==> src/rtl/msr_pkg.sv <==
package msr_pkg;
  localparam int NB     = 4;          // neighbor links
  localparam int NOUT   = NB + 1;     // plus local inbound FIFO
  localparam int SEL_W  = 3;
  localparam int ENTRY_W = NOUT * SEL_W;

  localparam logic [SEL_W-1:0] SRC_N    = 3'd0;
  localparam logic [SEL_W-1:0] SRC_E    = 3'd1;
  localparam logic [SEL_W-1:0] SRC_S    = 3'd2;
  localparam logic [SEL_W-1:0] SRC_W    = 3'd3;
  localparam logic [SEL_W-1:0] SRC_LOC  = 3'd4;
  localparam logic [SEL_W-1:0] SRC_IDLE = 3'd7;
endpackage

==> src/rtl/msr_fifo.sv <==
module msr_fifo #(
  parameter int W     = 8,
  parameter int DEPTH = 4,
  localparam int PTR_W = (DEPTH > 1) ? $clog2(DEPTH) : 1,
  localparam int CNT_W = $clog2(DEPTH + 1)
) (
  input  logic         clk_i,
  input  logic         rst_ni,
  input  logic         push_i,
  input  logic [W-1:0] wdata_i,
  input  logic         pop_i,
  output logic [W-1:0] rdata_o,
  output logic         empty_o,
  output logic         full_o
);
  logic [W-1:0]     mem_q [DEPTH];
  logic [PTR_W-1:0] wr_q, rd_q;
  logic [CNT_W-1:0] cnt_q;
  logic             do_push, do_pop;

  assign full_o  = (cnt_q == CNT_W'(DEPTH));
  assign empty_o = (cnt_q == '0);
  assign do_push = push_i && !full_o;
  assign do_pop  = pop_i && !empty_o;
  assign rdata_o = mem_q[rd_q];

  function automatic logic [PTR_W-1:0] nxt(input logic [PTR_W-1:0] p);
    return (p == PTR_W'(DEPTH - 1)) ? '0 : p + 1'b1;
  endfunction

  always_ff @(posedge clk_i) begin
    if (do_push) mem_q[wr_q] <= wdata_i;
  end

  always_ff @(posedge clk_i or negedge rst_ni) begin
    if (!rst_ni) begin
      wr_q  <= '0;
      rd_q  <= '0;
      cnt_q <= '0;
    end else begin
      if (do_push) wr_q <= nxt(wr_q);
      if (do_pop)  rd_q <= nxt(rd_q);
      if (do_push && !do_pop)      cnt_q <= cnt_q + 1'b1;
      else if (do_pop && !do_push) cnt_q <= cnt_q - 1'b1;
    end
  end

  p_cnt_bound_r6: assert property (@(posedge clk_i) disable iff (!rst_ni)
    cnt_q <= CNT_W'(DEPTH));
  p_full_drop_r7: assert property (@(posedge clk_i) disable iff (!rst_ni)
    (full_o && push_i && !pop_i) |=> full_o);
endmodule

==> src/rtl/msr_sched.sv <==
module msr_sched
  import msr_pkg::*;
#(
  parameter int DEPTH = 16,
  localparam int ADDR_W = $clog2(DEPTH),
  localparam int LEN_W  = $clog2(DEPTH + 1)
) (
  input  logic               clk_i,
  input  logic               rst_ni,
  input  logic               halt_i,
  input  logic               ld_we_i,
  input  logic [ADDR_W-1:0]  ld_addr_i,
  input  logic [ENTRY_W-1:0] ld_entry_i,
  input  logic               ld_len_we_i,
  input  logic [LEN_W-1:0]   ld_len_i,
  output logic [ENTRY_W-1:0] entry_o
);
  logic [ENTRY_W-1:0] mem_q [DEPTH];
  logic [LEN_W-1:0]   len_q, len_last;
  logic [ADDR_W-1:0]  slot_q;
  logic               at_last;

  assign len_last = len_q - 1'b1;
  assign at_last  = (LEN_W'(slot_q) == len_last);
  assign entry_o  = mem_q[slot_q];

  always_ff @(posedge clk_i or negedge rst_ni) begin
    if (!rst_ni) begin
      for (int i = 0; i < DEPTH; i++) mem_q[i] <= {NOUT{SRC_IDLE}};
      len_q <= LEN_W'(DEPTH);
    end else if (halt_i) begin
      if (ld_we_i) mem_q[ld_addr_i] <= ld_entry_i;
      if (ld_len_we_i)
        len_q <= (ld_len_i == '0 || ld_len_i > LEN_W'(DEPTH)) ? LEN_W'(DEPTH) : ld_len_i;
    end
  end

  always_ff @(posedge clk_i or negedge rst_ni) begin
    if (!rst_ni)       slot_q <= '0;
    else if (halt_i)   slot_q <= '0;
    else if (at_last)  slot_q <= '0;
    else               slot_q <= slot_q + 1'b1;
  end

  p_slot_range_r8: assert property (@(posedge clk_i) disable iff (!rst_ni)
    LEN_W'(slot_q) < len_q);
  p_wrap_r8: assert property (@(posedge clk_i) disable iff (!rst_ni)
    (!halt_i && at_last) |=> (slot_q == '0));
  p_load_blocked_r9: assert property (@(posedge clk_i) disable iff (!rst_ni)
    !halt_i |=> $stable(len_q));
endmodule

==> src/rtl/msr_xbar.sv <==
module msr_xbar
  import msr_pkg::*;
#(
  parameter int W = 8
) (
  input  logic                     active_i,
  input  logic [ENTRY_W-1:0]       entry_i,
  input  logic [NB-1:0]            nb_valid_i,
  input  logic [NB-1:0][W-1:0]     nb_data_i,
  input  logic                     loc_valid_i,
  input  logic [W-1:0]             loc_data_i,
  output logic [NOUT-1:0]          out_valid_o,
  output logic [NOUT-1:0][W-1:0]   out_data_o,
  output logic                     loc_pop_o
);
  logic [NOUT-1:0]        src_v;
  logic [NOUT-1:0][W-1:0] src_d;
  logic [NOUT-1:0]        use_loc;

  assign src_v = {loc_valid_i, nb_valid_i};
  assign src_d = {loc_data_i, nb_data_i};

  for (genvar o = 0; o < NOUT; o++) begin : g_out
    logic [SEL_W-1:0] sel;
    logic             v;
    assign sel = entry_i[o*SEL_W +: SEL_W];
    assign use_loc[o] = active_i && (sel == SRC_LOC);
    always_comb begin
      v = 1'b0;
      if (active_i && sel <= SRC_LOC) v = src_v[sel];
    end
    assign out_valid_o[o] = v;
    assign out_data_o[o]  = v ? src_d[sel] : '0;
  end

  assign loc_pop_o = (|use_loc) && loc_valid_i;
endmodule

==> src/rtl/mesh_sched_router.sv <==
module mesh_sched_router
  import msr_pkg::*;
#(
  parameter int W          = 8,
  parameter int DEPTH      = 16,
  parameter int FIFO_DEPTH = 4,
  localparam int ADDR_W = $clog2(DEPTH),
  localparam int LEN_W  = $clog2(DEPTH + 1)
) (
  input  logic                 clk_i,
  input  logic                 rst_ni,
  input  logic                 halt_i,
  input  logic                 ld_we_i,
  input  logic [ADDR_W-1:0]    ld_addr_i,
  input  logic [ENTRY_W-1:0]   ld_entry_i,
  input  logic                 ld_len_we_i,
  input  logic [LEN_W-1:0]     ld_len_i,
  input  logic [NB-1:0]        nb_valid_i,
  input  logic [NB-1:0][W-1:0] nb_data_i,
  output logic [NB-1:0]        nb_valid_o,
  output logic [NB-1:0][W-1:0] nb_data_o,
  input  logic                 tx_push_i,
  input  logic [W-1:0]         tx_data_i,
  output logic                 tx_full_o,
  input  logic                 rx_pop_i,
  output logic [W-1:0]         rx_data_o,
  output logic                 rx_valid_o,
  output logic                 ovf_o
);
  logic [ENTRY_W-1:0]        entry;
  logic [NOUT-1:0]           x_valid;
  logic [NOUT-1:0][W-1:0]    x_data;
  logic                      loc_pop, tx_empty, rx_empty, rx_full;
  logic [W-1:0]              tx_head;
  logic [NB-1:0]             link_v_q;
  logic [NB-1:0][W-1:0]      link_d_q;
  logic                      ovf_q;

  msr_sched #(.DEPTH(DEPTH)) u_sched (
    .clk_i, .rst_ni, .halt_i, .ld_we_i, .ld_addr_i, .ld_entry_i,
    .ld_len_we_i, .ld_len_i, .entry_o(entry)
  );

  msr_fifo #(.W(W), .DEPTH(FIFO_DEPTH)) u_tx_fifo (
    .clk_i, .rst_ni, .push_i(tx_push_i), .wdata_i(tx_data_i),
    .pop_i(loc_pop), .rdata_o(tx_head), .empty_o(tx_empty), .full_o(tx_full_o)
  );

  msr_xbar #(.W(W)) u_xbar (
    .active_i(!halt_i), .entry_i(entry), .nb_valid_i, .nb_data_i,
    .loc_valid_i(!tx_empty), .loc_data_i(tx_head),
    .out_valid_o(x_valid), .out_data_o(x_data), .loc_pop_o(loc_pop)
  );

  msr_fifo #(.W(W), .DEPTH(FIFO_DEPTH)) u_rx_fifo (
    .clk_i, .rst_ni, .push_i(x_valid[NB]), .wdata_i(x_data[NB]),
    .pop_i(rx_pop_i), .rdata_o(rx_data_o), .empty_o(rx_empty), .full_o(rx_full)
  );

  // one register per link: one hop per clock
  always_ff @(posedge clk_i or negedge rst_ni) begin
    if (!rst_ni) begin
      link_v_q <= '0;
      link_d_q <= '0;
      ovf_q    <= 1'b0;
    end else begin
      link_v_q <= x_valid[NB-1:0];
      link_d_q <= x_data[NB-1:0];
      if (x_valid[NB] && rx_full) ovf_q <= 1'b1;
    end
  end

  assign nb_valid_o = link_v_q;
  assign nb_data_o  = link_d_q;
  assign rx_valid_o = !rx_empty;
  assign ovf_o      = ovf_q;

  p_ovf_sticky_r7: assert property (@(posedge clk_i) disable iff (!rst_ni)
    ovf_q |=> ovf_q);
  p_halt_bubble_r9: assert property (@(posedge clk_i) disable iff (!rst_ni)
    halt_i |=> (nb_valid_o == '0));
  p_tx_hold_r9: assert property (@(posedge clk_i) disable iff (!rst_ni)
    (halt_i && !tx_push_i) |=> $stable(tx_empty));

  for (genvar i = 0; i < NB; i++) begin : g_chk
    p_bubble_zero_r4: assert property (@(posedge clk_i) disable iff (!rst_ni)
      !nb_valid_o[i] |-> (nb_data_o[i] == '0));
    p_hop_needs_run_r2: assert property (@(posedge clk_i) disable iff (!rst_ni)
      nb_valid_o[i] |-> $past(!halt_i));
  end
endmodule

==> config.mk <==
export PLATFORM = sky130hd
export DESIGN_NAME = mesh_sched_router
export DESIGN_NICKNAME = d
export VERILOG_FILES = /design/src/rtl/msr_pkg.sv /design/src/rtl/msr_fifo.sv /design/src/rtl/msr_sched.sv /design/src/rtl/msr_xbar.sv /design/src/rtl/mesh_sched_router.sv
export SDC_FILE = /design/constraint.sdc
export NUM_CORES = 1
export LEC_CHECK = 0
export ABC_CLOCK_PERIOD_IN_PS = 7100
export BUFFER_PORTS_ARGS = -buffer_cell sky130_fd_sc_hd__buf_2
export CORE_MARGIN = 4
export CORE_UTILIZATION = 65
export DETAILED_ROUTE_END_ITERATION = 8
export PLACE_DENSITY = 0.85
export SLEW_MARGIN = 30
export SYNTH_ARGS = -nofsm -noshare
export SYNTH_HDL_FRONTEND = slang
export SYNTH_SLANG_ARGS = --single-unit
==> constraint.sdc <==
create_clock -name clk_i -period 7.1 [get_ports clk_i]
set_input_delay 1.065 -clock clk_i [delete_from_list [all_inputs] [get_ports clk_i]]
set_output_delay 1.065 -clock clk_i [all_outputs]
set_load 0.02 [all_outputs]
==> metrics.txt, run 1 <==
# hold bufs at CTS=0; HPWL Detailed=29.1 mm; Boundary Pins=between 100 and 150; DR iter-0 viols=1240; syn_nets=1326; Core Box Area=27200 um2; total global-route track usage=0.296; Reg clk slew, reported paths=roughly 0.060 ns; slowest cell on the critical path=dfrtp_4; CP Data Required Time=7.52 ns; endpoints failing hold=0; hold crit path type=in2async; Worst Setup Path Type=reg2reg; Cell Pwr Density=357 nW/um2; Clk Latency, worst-skew pair=~0.53 ns; worst vdd ir=285 uV; Initial Utilization=0.666; warnings from Yosys=0; row cnt=60; Via-to-Cell Ratio=approximately 6.6; nets@finish=1436; layout cells sized above 1=0.593; fin crit period=between 4 and 5 ns; critical path cell sequence=buf_4 > mux4_2 > a22oi_1 > nand2_1 > nor3b_4 > o41ai_4 > ha_1 > inv_1 > fa_1 > mux2_2; post-CTS setup buffers=0; Critical Path Fanout Max=38; CTS tree=yes; Post-synth EDFFs=64; DIE AREA=30600 um2; Synth Register Bits=364; first-pass GRT wire length=70.3 mm; final RePlAce weighted congestion=0.984; WP buf/inv=2; total power=7.27 mW; CTS resizes=0; delay-heaviest family, CP=simple AND/OR/NAND/NOR gates; CP startpoint kind=flip-flop; Routed WL=45.4 mm; accumulated negative setup slack=0 ns; Cells after Synth=1234; fin crit share=0.678; port bufs=between 100 and 150; largest net degree at the start of global routing=169; GR Overflow Total=0; asr flop ratio synth=0.824; Final setup viols=0; area growth from synthesis to layout=12.6%; outcome=complete, no violations; Final Util=0.750; CTS Buffer Depth=3; Final Non-Filler Cells=1747; LEAKAGE=8.25 nW; clock buffer count from CTS=38; vias in the first global route=between 10000 and 15000; die height=between 150 and 200 um; most used flip-flop cell after synthesis=dfstp_2; critical path endpoint category=flip-flop; clk sinks=approximately 360; Post-Syn Area=18100 um2; final instance area=approximately 20000 um2; fmax=just over 200 MHz; Initial DRT Pass Iterations=6; Final ANT Viol Nets=0; clk_skew=0.0182 ns; synth unique cells=69; placed cell areas=19000 um2; drt drc=0; RSZ-0062 raised after global routing=no; CTS H-tree depth=2; Seq/Total Area, Yosys=0.538; Slew @ Worst Pin=a little under 1 ns; largest stage delay on the critical path=0.81 ns; max-cap viol count=0; Die X=approximately 170 um; DR vias=11600; flop2flop setup slack=around 2.3 ns; Rel. slew slack=0.344; WL per Instance=26.0 um; initial antenna violation count=0; Avg Synthesized Cell Area=14.7 um2; CTS root buf=clkbuf_16; max-slew violation count=0; Crit path arrival time=5.23 ns; placed instance count=1675
worst paths after layout:
| check | from | depth (start not counted) | to |
|---|---|---|---|
| max in group asynchronous | rst_ni | 3 | u_tx_fifo.wr_q[1] |
| min reg2reg | u_tx_fifo.cnt_q[2] | 1 | u_tx_fifo.cnt_q[2] |
| min in group clk_i | u_tx_fifo.cnt_q[2] | 1 | u_tx_fifo.cnt_q[2] |
| max reg2reg | u_sched.slot_q[0] | 10 | u_tx_fifo.cnt_q[1] |
| max | u_sched.slot_q[0] | 10 | u_tx_fifo.cnt_q[1] |
| min | rst_ni | 1 | nb_data_o[11] |
area by class of cell:
cell class,instances,area [um2]
Inverter,23,86.3
Tap cell,372,465
Sequential cell,364,9730
Timing Repair Buffer,146,836
Antenna cell,2,5.00
Multi-Input combinational cell,771,7880
Clock buffer,51,1120
Fill cell,1617,6800
Clock inverter,18,245
power breakdown:
| part | leakage [nW] | switching (mW) | internal [mW] |
|---|---|---|---|
| sequential | 3.87 | 0.289 | 2.78 |
| combinational | 3.70 | 1.13 | 0.929 |
| clock | 0.673 | 0.812 | 1.33 |
cells in the final DEF, fill, tap and decap left out, types with 13 or more instances in the layout:
cell type / instances
ha_1: 15
a21oi_1: 26
inv_1: 22
nor2_1: 48
nand3_1: 68
mux4_2: 73
edfxtp_1: 64
clkbuf_16: 41
dfstp_2: 241
buf_4: 23
mux2_2: 245
o21ai_0: 33
buf_2: 120
nand2_1: 46
mux2i_1: 59
dfrtp_1: 58
a22oi_1: 13
cell usage after synthesis, types with 4 or more instances:
library cell  instances  area share
buf_2                 8      0.0022
dfstp_2             241        0.35
buf_4                 6      0.0025
mux4_1                9       0.013
nand2b_1              5      0.0017
buf_1                 4     0.00083
edfxtp_1             64        0.11
nor2_1               50       0.010
mux2_2              245        0.15
o21a_1                4      0.0017
a221oi_1             10      0.0048
a221oi_2             12       0.010
and2_1                6      0.0021
nor3_1                7      0.0019
a22oi_1              13      0.0054
buf_6                 4      0.0025
dfrtp_1              59       0.082
o21ai_1               6      0.0017
a22oi_2               4      0.0028
mux4_2               73       0.091
xnor2_1               6      0.0029
mux2i_1              59       0.033
o21ai_0              33      0.0091
mux2_1                4      0.0025
nand3_1              68       0.019
a22o_1                6      0.0029
inv_1                22      0.0046
a21oi_1              26      0.0072
clkbuf_1             48       0.010
a32oi_1               9      0.0044
nand2_1              46      0.0095
ha_1                 15       0.010
xor2_1                7      0.0034
flip-flops by register name, indices dropped and copies added (netlist names), 3 cells and up:
name	flops
nb_data_o	32
nb_valid_o	4
u_rx_fifo.cnt_q	3
u_rx_fifo.mem_q	32
u_sched.len_q	5
u_sched.mem_q	240
u_sched.slot_q	4
u_tx_fifo.cnt_q	3
u_tx_fifo.mem_q	32
worst reg2reg max path, cell delays in order, from the launching register on:
cell and delay, ns:
dfrtp_4 0.81, buf_4 0.69, mux4_2 0.60, a22oi_1 0.22, nand2_1 0.49, nor3b_4 0.69
o41ai_4 0.19, ha_1 0.28, inv_1 0.08, fa_1 0.41, mux2_2 0.27
kinds of logic (layout without fill, tap and decap cells):
kind of cell / after synthesis / in the layout / share of synthesized area
mux: 391 / 391 / 0.292
flops: 364 / 364 / 0.538
simple gates: 205 / 205 / 0.0560
compound gates: 145 / 145 / 0.0666
buf+inv: 99 / 238 / 0.0280
fa+ha+maj: 17 / 17 / 0.0126
xor+xnor: 13 / 13 / 0.00630
other cells: 0 / 2 / 0
metrics by stage:
step           setup slack [ns]  hold slack [ns]
4_1_cts                    2.29            0.491
6_report                   2.29            0.420
3_3_place_gp               2.49            0.475
3_5_place_dp               2.38            0.480
5_1_grt                    1.96            0.428
2_1_floorplan              3.64            0.455
routing by layer:
layer	vias to the layer above	track usage	part of all wire
met5	-	0	0
met2	622	0.487	0.49
li1	4912	-	-
met3	171	0.0582	0.076
met4	0	0.129	0.045
met1	5909	0.387	0.39
No activity file was read; power rests on OpenSTA's default activity.
==> run 2: changes to the inputs <==
--- a/config.mk
+++ b/config.mk
@@ -5,12 +5,12 @@
 export SDC_FILE = /design/constraint.sdc
 export NUM_CORES = 1
 export LEC_CHECK = 0
-export ABC_CLOCK_PERIOD_IN_PS = 7100
+export ABC_CLOCK_PERIOD_IN_PS = 4300
 export BUFFER_PORTS_ARGS = -buffer_cell sky130_fd_sc_hd__buf_2
 export CORE_MARGIN = 4
-export CORE_UTILIZATION = 65
+export CORE_UTILIZATION = 55
 export DETAILED_ROUTE_END_ITERATION = 8
-export PLACE_DENSITY = 0.85
+export PLACE_DENSITY = 0.76
 export SLEW_MARGIN = 30
 export SYNTH_ARGS = -nofsm -noshare
 export SYNTH_HDL_FRONTEND = slang
==> constraint.sdc (replaced) <==
create_clock -name clk_i -period 4.3 [get_ports clk_i]
set_input_delay 0.645 -clock clk_i [delete_from_list [all_inputs] [get_ports clk_i]]
set_output_delay 0.645 -clock clk_i [all_outputs]
set_load 0.02 [all_outputs]
==> run 2 against run 1 <==
  * Count of clock-buffer cells in the layout rose by 3
  * Largest power group unchanged
  * First-iteration DRC count shrank 22%
  * Non-clock buffer count is 24 higher
  * Critical path type unchanged
  * Critical endpoint is now u_rx_fifo.cnt_q[2]
  * Highest routed layer unchanged
==> metrics.txt, run 2 (synthesized netlist as in run 1, its figures left out) <==
CTS root buf=clkbuf_16 (unchanged); nets@finish=1461 (was 1436); most frequent cells in the layout=245 x mux2_2, 241 x dfstp_2, 120 x buf_2, 73 x mux4_2, 68 x nand3_1 (unchanged); Cell Pwr Density=574 nW/um2 (was 357 nW/um2); hold crit path type=in2async (unchanged); CTS Buffer Depth=3 (unchanged); outcome=complete, no violations (unchanged); Top reg by flops=u_sched.mem_q (unchanged); critical path endpoint category=flip-flop (unchanged); initial antenna violation count=1 (was 0); Multi-input gate area=7880 um2 (unchanged); max-slew violation count=0 (unchanged); RSZ-0062 raised after global routing=no (unchanged); clk_skew=0.0211 ns (was 0.0182 ns); HPWL Detailed=28.9 mm (was 29.1 mm); Hold WS=0.257 ns (was 0.420 ns); origin of the critical flop-to-flop path=u_sched.slot_q[1] (was u_sched.slot_q[0]); WL per Instance=23.7 um (was 26.0 um); Final ANT Viol Nets=0 (unchanged); final RePlAce weighted congestion=0.907 (was 0.984); Die X=189 um (was 175 um); Place WS=0.315 ns (was 2.38 ns); port bufs=121 (unchanged); fin crit share=0.935 (was 0.678); area growth from synthesis to layout=13.6% (was 12.6%); Rel. slew slack=0.335 (was 0.344); R2R depth=15 (was 10); clk sinks=364 (unchanged); fin worst setup slack=0.281 ns (was 2.29 ns); Worst Setup Path Type=reg2reg (unchanged); layout cells sized above 1=0.595 (was 0.593); # hold bufs at CTS=0 (unchanged); accumulated negative setup slack=0 ns (unchanged); largest net degree at the start of global routing=116 (was 169); fmax=249 MHz (was 208 MHz); fillcell total=2372 (was 1617); Via-to-Cell Ratio=6.22 (was 6.65); max-cap viol count=0 (unchanged); total global-route track usage=0.243 (was 0.296); FF+latch area=9730 um2 (unchanged); CTS H-tree depth=2 (unchanged); DR vias=11500 (was 11600); DIE AREA=35800 um2 (was 30600 um2); CTS tree=yes (unchanged); Final setup viols=0 (unchanged); Crit path arrival time=4.46 ns (was 5.23 ns); commonest non-fill, non-tap cell in the layout=mux2_2 (unchanged); Reg clk slew, reported paths=0.06 ns (about the same); row cnt=66 (was 60); CP startpoint kind=flip-flop (unchanged); LEAKAGE=8.31 nW (was 8.25 nW); Routed WL=43.6 mm (was 45.4 mm); GR Overflow Total=0 (unchanged); CTS resizes=0 (unchanged); DR iter-0 viols=962 (was 1240); fin crit period=4.02 ns (was 4.81 ns); worst vdd ir=307 uV (was 285 uV); endpoints failing hold=0 (unchanged); Slew @ Worst Pin=0.998 ns (was 0.979 ns); vias in the first global route=11700 (was 12000); Clk Latency, worst-skew pair=0.52 ns (was 0.53 ns); drt drc=0 (unchanged); die height=189 um (was 175 um); number of flip-flops in the largest register=240 (unchanged); Critical Path Fanout Max=15 (was 38); first-pass GRT wire length=68.7 mm (was 70.3 mm); post-CTS setup buffers=0 (unchanged); CP Data Required Time=4.74 ns (was 7.52 ns); Core Box Area=32500 um2 (was 27200 um2); CP startpoint=u_sched.slot_q[1] (was u_sched.slot_q[0]); Initial Utilization=0.557 (was 0.666); Initial DRT Pass Iterations=6 (unchanged); clock buffer count from CTS=39 (was 38); Boundary Pins=122 (unchanged)
==> run 2: cell count changes in the layout (fill, tap and decap cells not counted), sizes merged <==
cell / previous run / this run
buf: 146 / 170
bufinv: 6 / 4
clkbuf: 51 / 54
clkinv: 10 / 8
clkinvlp: 1 / 2
diode: 2 / 3
==> run 2: worst paths after layout <==
check / end / slack [ns]
setup / recovery: u_rx_fifo.cnt_q[2] / 0.28
hold reg to reg: u_tx_fifo.cnt_q[2] / 0.49
hold / removal: u_sched.slot_q[1] / 0.26
min in group clk_i: u_tx_fifo.mem_q[3][4] / 0.34
max in group asynchronous: u_sched.mem_q[188] / 2.97
setup reg to reg: u_rx_fifo.cnt_q[2] / 0.28
==> run 2: stage by stage <==
stage / power (mW) / instances / area (um2) / util
2_1_floorplan: 7.46 / 1234 / 18100 / -
3_3_place_gp: 8.35 / 1770 / 19300 / 0.593
3_5_place_dp: 8.48 / 1770 / 19300 / 0.593
4_1_cts: 11.8 / 1839 / 20500 / 0.633
5_1_grt: 12.4 / 1839 / 20500 / 0.633
6_report: 11.8 / 1842 / 20500 / 0.633
==> run 2: per-layer routing <==
layer  part of all wire  GRT usage
met2               0.49      0.407
met5                  0          0
met1               0.42      0.337
met3              0.067     0.0376
met4              0.028     0.0651
==> run 2: cell type report <==
class,instances,area share
Inverter,23,0.00420
Sequential cell,364,0.474
Tap cell,442,0.0269
Clock inverter,15,0.00889
Multi-Input combinational cell,771,0.383
Timing Repair Buffer,170,0.0491
Clock buffer,54,0.0532
Antenna cell,3,0.000365
==> run 2: power breakdown <==
part / switching (mW) / internal [mW] / total (mW)
combinational: 1.84 / 1.59 / 3.42
sequential: 0.447 / 4.59 / 5.04
clock: 1.32 / 2.02 / 3.34
total: 3.61 / 8.19 / 11.8
==> run 2: critical path, stage by stage (launching register included) <==
cell and delay (ns):
dfrtp_1 0.68, buf_4 0.38, mux4_1 0.34, mux2i_1 0.27, mux2i_2 0.21, nor4_4 0.32
buf_4 0.22, and2_2 0.20, o31ai_4 0.12, inv_1 0.08, ha_1 0.17, inv_1 0.07
fa_1 0.43, xor2_1 0.17, nor2_1 0.11, xor2_1 0.17
==> run 3: changes to the inputs <==
--- a/config.mk
+++ b/config.mk
@@ -6,7 +6,7 @@
 export NUM_CORES = 1
 export LEC_CHECK = 0
 export ABC_CLOCK_PERIOD_IN_PS = 4300
-export BUFFER_PORTS_ARGS = -buffer_cell sky130_fd_sc_hd__buf_2
+export BUFFER_PORTS_ARGS = -buffer_cell sky130_fd_sc_hd__buf_4
 export CORE_MARGIN = 4
 export CORE_UTILIZATION = 55
 export DETAILED_ROUTE_END_ITERATION = 8
==> run 3 against run 2 <==
  * Non-clock buffer count increased by 3
  * Register-to-register slack gained 0.05 ns
  * Final area increased by 1.8%
  * Clock skew grew 0.0044 ns
  * Worst hold slack got worse by 0.19 ns
  * Global-route usage is 0.37 points higher
  * Sequential share of layout area decreased by 0.82 points
  * Critical endpoint unchanged
  * Largest cell class unchanged
==> metrics.txt, run 3 (synthesized netlist as in run 1, its figures left out) <==
Initial Utilization=0.557 (unchanged); DIE AREA=35800 um2 (unchanged); Reg clk slew, reported paths=0.06 ns (about the same); NetSw=3.66 mW (was 3.61 mW); row cnt=66 (unchanged); outcome=complete, no violations (unchanged); slowest cell on the critical path=dfrtp_4 (was dfrtp_1); antenna cells=0 (was 3); combinational share of power=0.298 (was 0.290); worst vdd ir=275 uV (was 307 uV); Initial DRT Pass Iterations=5 (was 6); clk sinks=364 (unchanged); largest stage delay on the critical path=0.68 ns (about the same); DR vias=11500 (about the same); CP Data Required Time=4.75 ns (was 4.74 ns); # hold bufs at CTS=0 (unchanged); HPWL Detailed=29.3 mm (was 28.9 mm); critical path cell sequence=buf_12 > mux2i_1 > a221oi_2 > a22o_1 > o21ai_0 > a21oi_1 > o31ai_4 > inv_1 > ha_1 > inv_1 > fa_1 > xor2_1 > nor2_1 > xor2_1 (was buf_4 > mux4_1 > mux2i_1 > mux2i_2 > nor4_4 > buf_4 > and2_2 > o31ai_4 > inv_1 > ha_1 > inv_1 > fa_1 > xor2_1 > nor2_1 > xor2_1); CTS tree=yes (unchanged); endpoints failing hold=0 (unchanged); CTS Buffer Depth=3 (unchanged); initial antenna violation count=1 (unchanged); Place WS=0.359 ns (was 0.315 ns); nets@finish=1464 (was 1461); accumulated negative setup slack=0 ns (unchanged); Worst Setup Path Type=reg2reg (unchanged); clock network fraction of total power=0.278 (was 0.283); met1 Use GR=0.339 (was 0.337); Multi-input gate area=7880 um2 (about the same); WL per Instance=24.3 um (was 23.7 um); Via-to-Cell Ratio=6.25 (was 6.22); Crit path arrival time=4.42 ns (was 4.46 ns); port bufs=121 (unchanged); hold crit path type=in2async (unchanged); CP startpoint kind=flip-flop (unchanged); fin crit period=3.97 ns (was 4.02 ns); Rel. slew slack=0.374 (was 0.335); CTS H-tree depth=2 (unchanged); Critical Path Fanout Max=19 (was 15); Final ANT Viol Nets=0 (unchanged); max-cap viol count=0 (unchanged); first-pass GRT wire length=69.4 mm (was 68.7 mm); FF+latch area=9730 um2 (unchanged); Die X=189 um (unchanged); final RePlAce weighted congestion=0.919 (was 0.907); fin crit share=0.922 (was 0.935); fillcell total=2341 (was 2372); commonest non-fill, non-tap cell in the layout=mux2_2 (unchanged); layout cells sized above 1=0.597 (was 0.595); RSZ-0062 raised after global routing=no (unchanged); Routed WL=44.8 mm (was 43.6 mm); Slew @ Worst Pin=0.921 ns (was 0.998 ns); vias in the first global route=11800 (was 11700); GR Overflow Total=0 (unchanged); number of flip-flops in the largest register=240 (unchanged); CTS resizes=0 (unchanged); Core Box Area=32500 um2 (unchanged); met3 usage in global routing=0.0382 (was 0.0376); total global-route track usage=0.247 (was 0.243); Sw Share=0.308 (was 0.306); drt drc=0 (unchanged); die height=189 um (unchanged); Cell Pwr Density=569 nW/um2 (was 574 nW/um2); post-CTS setup buffers=0 (unchanged); met2 Track Usage GR=0.408 (was 0.407); fmax=252 MHz (was 249 MHz); Top reg by flops=u_sched.mem_q (unchanged); max-slew violation count=0 (unchanged); sequential share of power=0.424 (was 0.427); WP buf/inv=3 (was 4); Boundary Pins=122 (unchanged); most frequent cells in the layout=245 x mux2_2, 241 x dfstp_2, 167 x buf_4, 73 x mux4_2, 68 x nand3_1 (was 245 x mux2_2, 241 x dfstp_2, 120 x buf_2, 73 x mux4_2, 68 x nand3_1); Cell Int Power=8.24 mW (was 8.19 mW); DR iter-0 viols=822 (was 962); fin worst setup slack=0.335 ns (was 0.281 ns); clock buffer count from CTS=39 (unchanged); GRT busiest layer=met2 (unchanged); LEAKAGE=8.42 nW (was 8.31 nW); CTS root buf=clkbuf_16 (unchanged); largest net degree at the start of global routing=121 (was 116); delay-heaviest family, CP=compound AO/OA/AOI/OAI gates (was multiplexers); clk_skew=0.0256 ns (was 0.0211 ns); area growth from synthesis to layout=15.6% (was 13.6%); Final setup viols=0 (unchanged); critical path endpoint category=flip-flop (unchanged); Clk Latency, worst-skew pair=0.54 ns (was 0.52 ns)
run 3: power groups by stage:
stage / Clock (mW) / Sequential [mW] / Combinational, mW
2_1_floorplan: 0 / 5.00 / 2.47
3_3_place_gp: 0 / 5.06 / 3.43
3_5_place_dp: 0 / 5.09 / 3.51
4_1_cts: 3.37 / 5.04 / 3.54
5_1_grt: 3.53 / 5.15 / 3.80
6_report: 3.31 / 5.05 / 3.55
run 3: final cells by class:
| cell class | count | area share |
|---|---|---|
| flip-flops and latches | 364 | 0.466 |
| multi-input cells | 771 | 0.377 |
| repair buffers | 173 | 0.0658 |
| clock buffers | 56 | 0.0542 |
| well taps | 442 | 0.0265 |
| clock inverters | 15 | 0.00694 |
| inverters | 23 | 0.00413 |
run 3: worst register-to-register path: stages, from the launching register on:
cell	delay (ns)
dfrtp_4	0.68
buf_12	0.26
mux2i_1	0.11
a221oi_2	0.36
a22o_1	0.59
o21ai_0	0.20
a21oi_1	0.35
o31ai_4	0.17
inv_1	0.09
ha_1	0.17
inv_1	0.07
fa_1	0.42
xor2_1	0.17
nor2_1	0.11
xor2_1	0.14
run 3: stage by stage:
| stage | cells | hold WS [ns] | utilization | power, mW | cell area (um2) |
|---|---|---|---|---|---|
| after floorplan | 1234 | 0.349 | - | 7.46 | 18100 |
| after global placement | 1772 | 0.474 | 0.604 | 8.49 | 19600 |
| after detailed placement | 1772 | 0.482 | 0.604 | 8.61 | 19600 |
| after CTS | 1843 | 0.256 | 0.643 | 11.9 | 20900 |
| after global routing | 1844 | 0.0940 | 0.644 | 12.5 | 20900 |
| final | 1844 | 0.0644 | 0.644 | 11.9 | 20900 |
run 3: metal layers:
| metal | vias up | share of wire |
|---|---|---|
| met3 | 126 | 0.064 |
| met2 | 486 | 0.49 |
| met5 | - | 0.00029 |
| met4 | 2 | 0.034 |
| li1 | 4972 | - |
| met1 | 5947 | 0.42 |
run 3: path summary, 6_finish.rpt:
| path | slack, ns | from | cells after the start | endpoint |
|---|---|---|---|---|
| setup / recovery | 0.33 | u_sched.slot_q[0] | 14 | u_rx_fifo.cnt_q[2] |
| hold / removal | 0.06 | rst_ni | 1 | u_rx_fifo.cnt_q[0] |
| setup reg to reg | 0.33 | u_sched.slot_q[0] | 14 | u_rx_fifo.cnt_q[2] |
| hold reg to reg | 0.49 | u_rx_fifo.cnt_q[2] | 1 | u_rx_fifo.cnt_q[2] |
| max in group asynchronous | 3.02 | rst_ni | 3 | u_sched.mem_q[44] |
| min in group clk_i | 0.31 | tx_data_i[4] | 1 | u_tx_fifo.mem_q[1][4] |
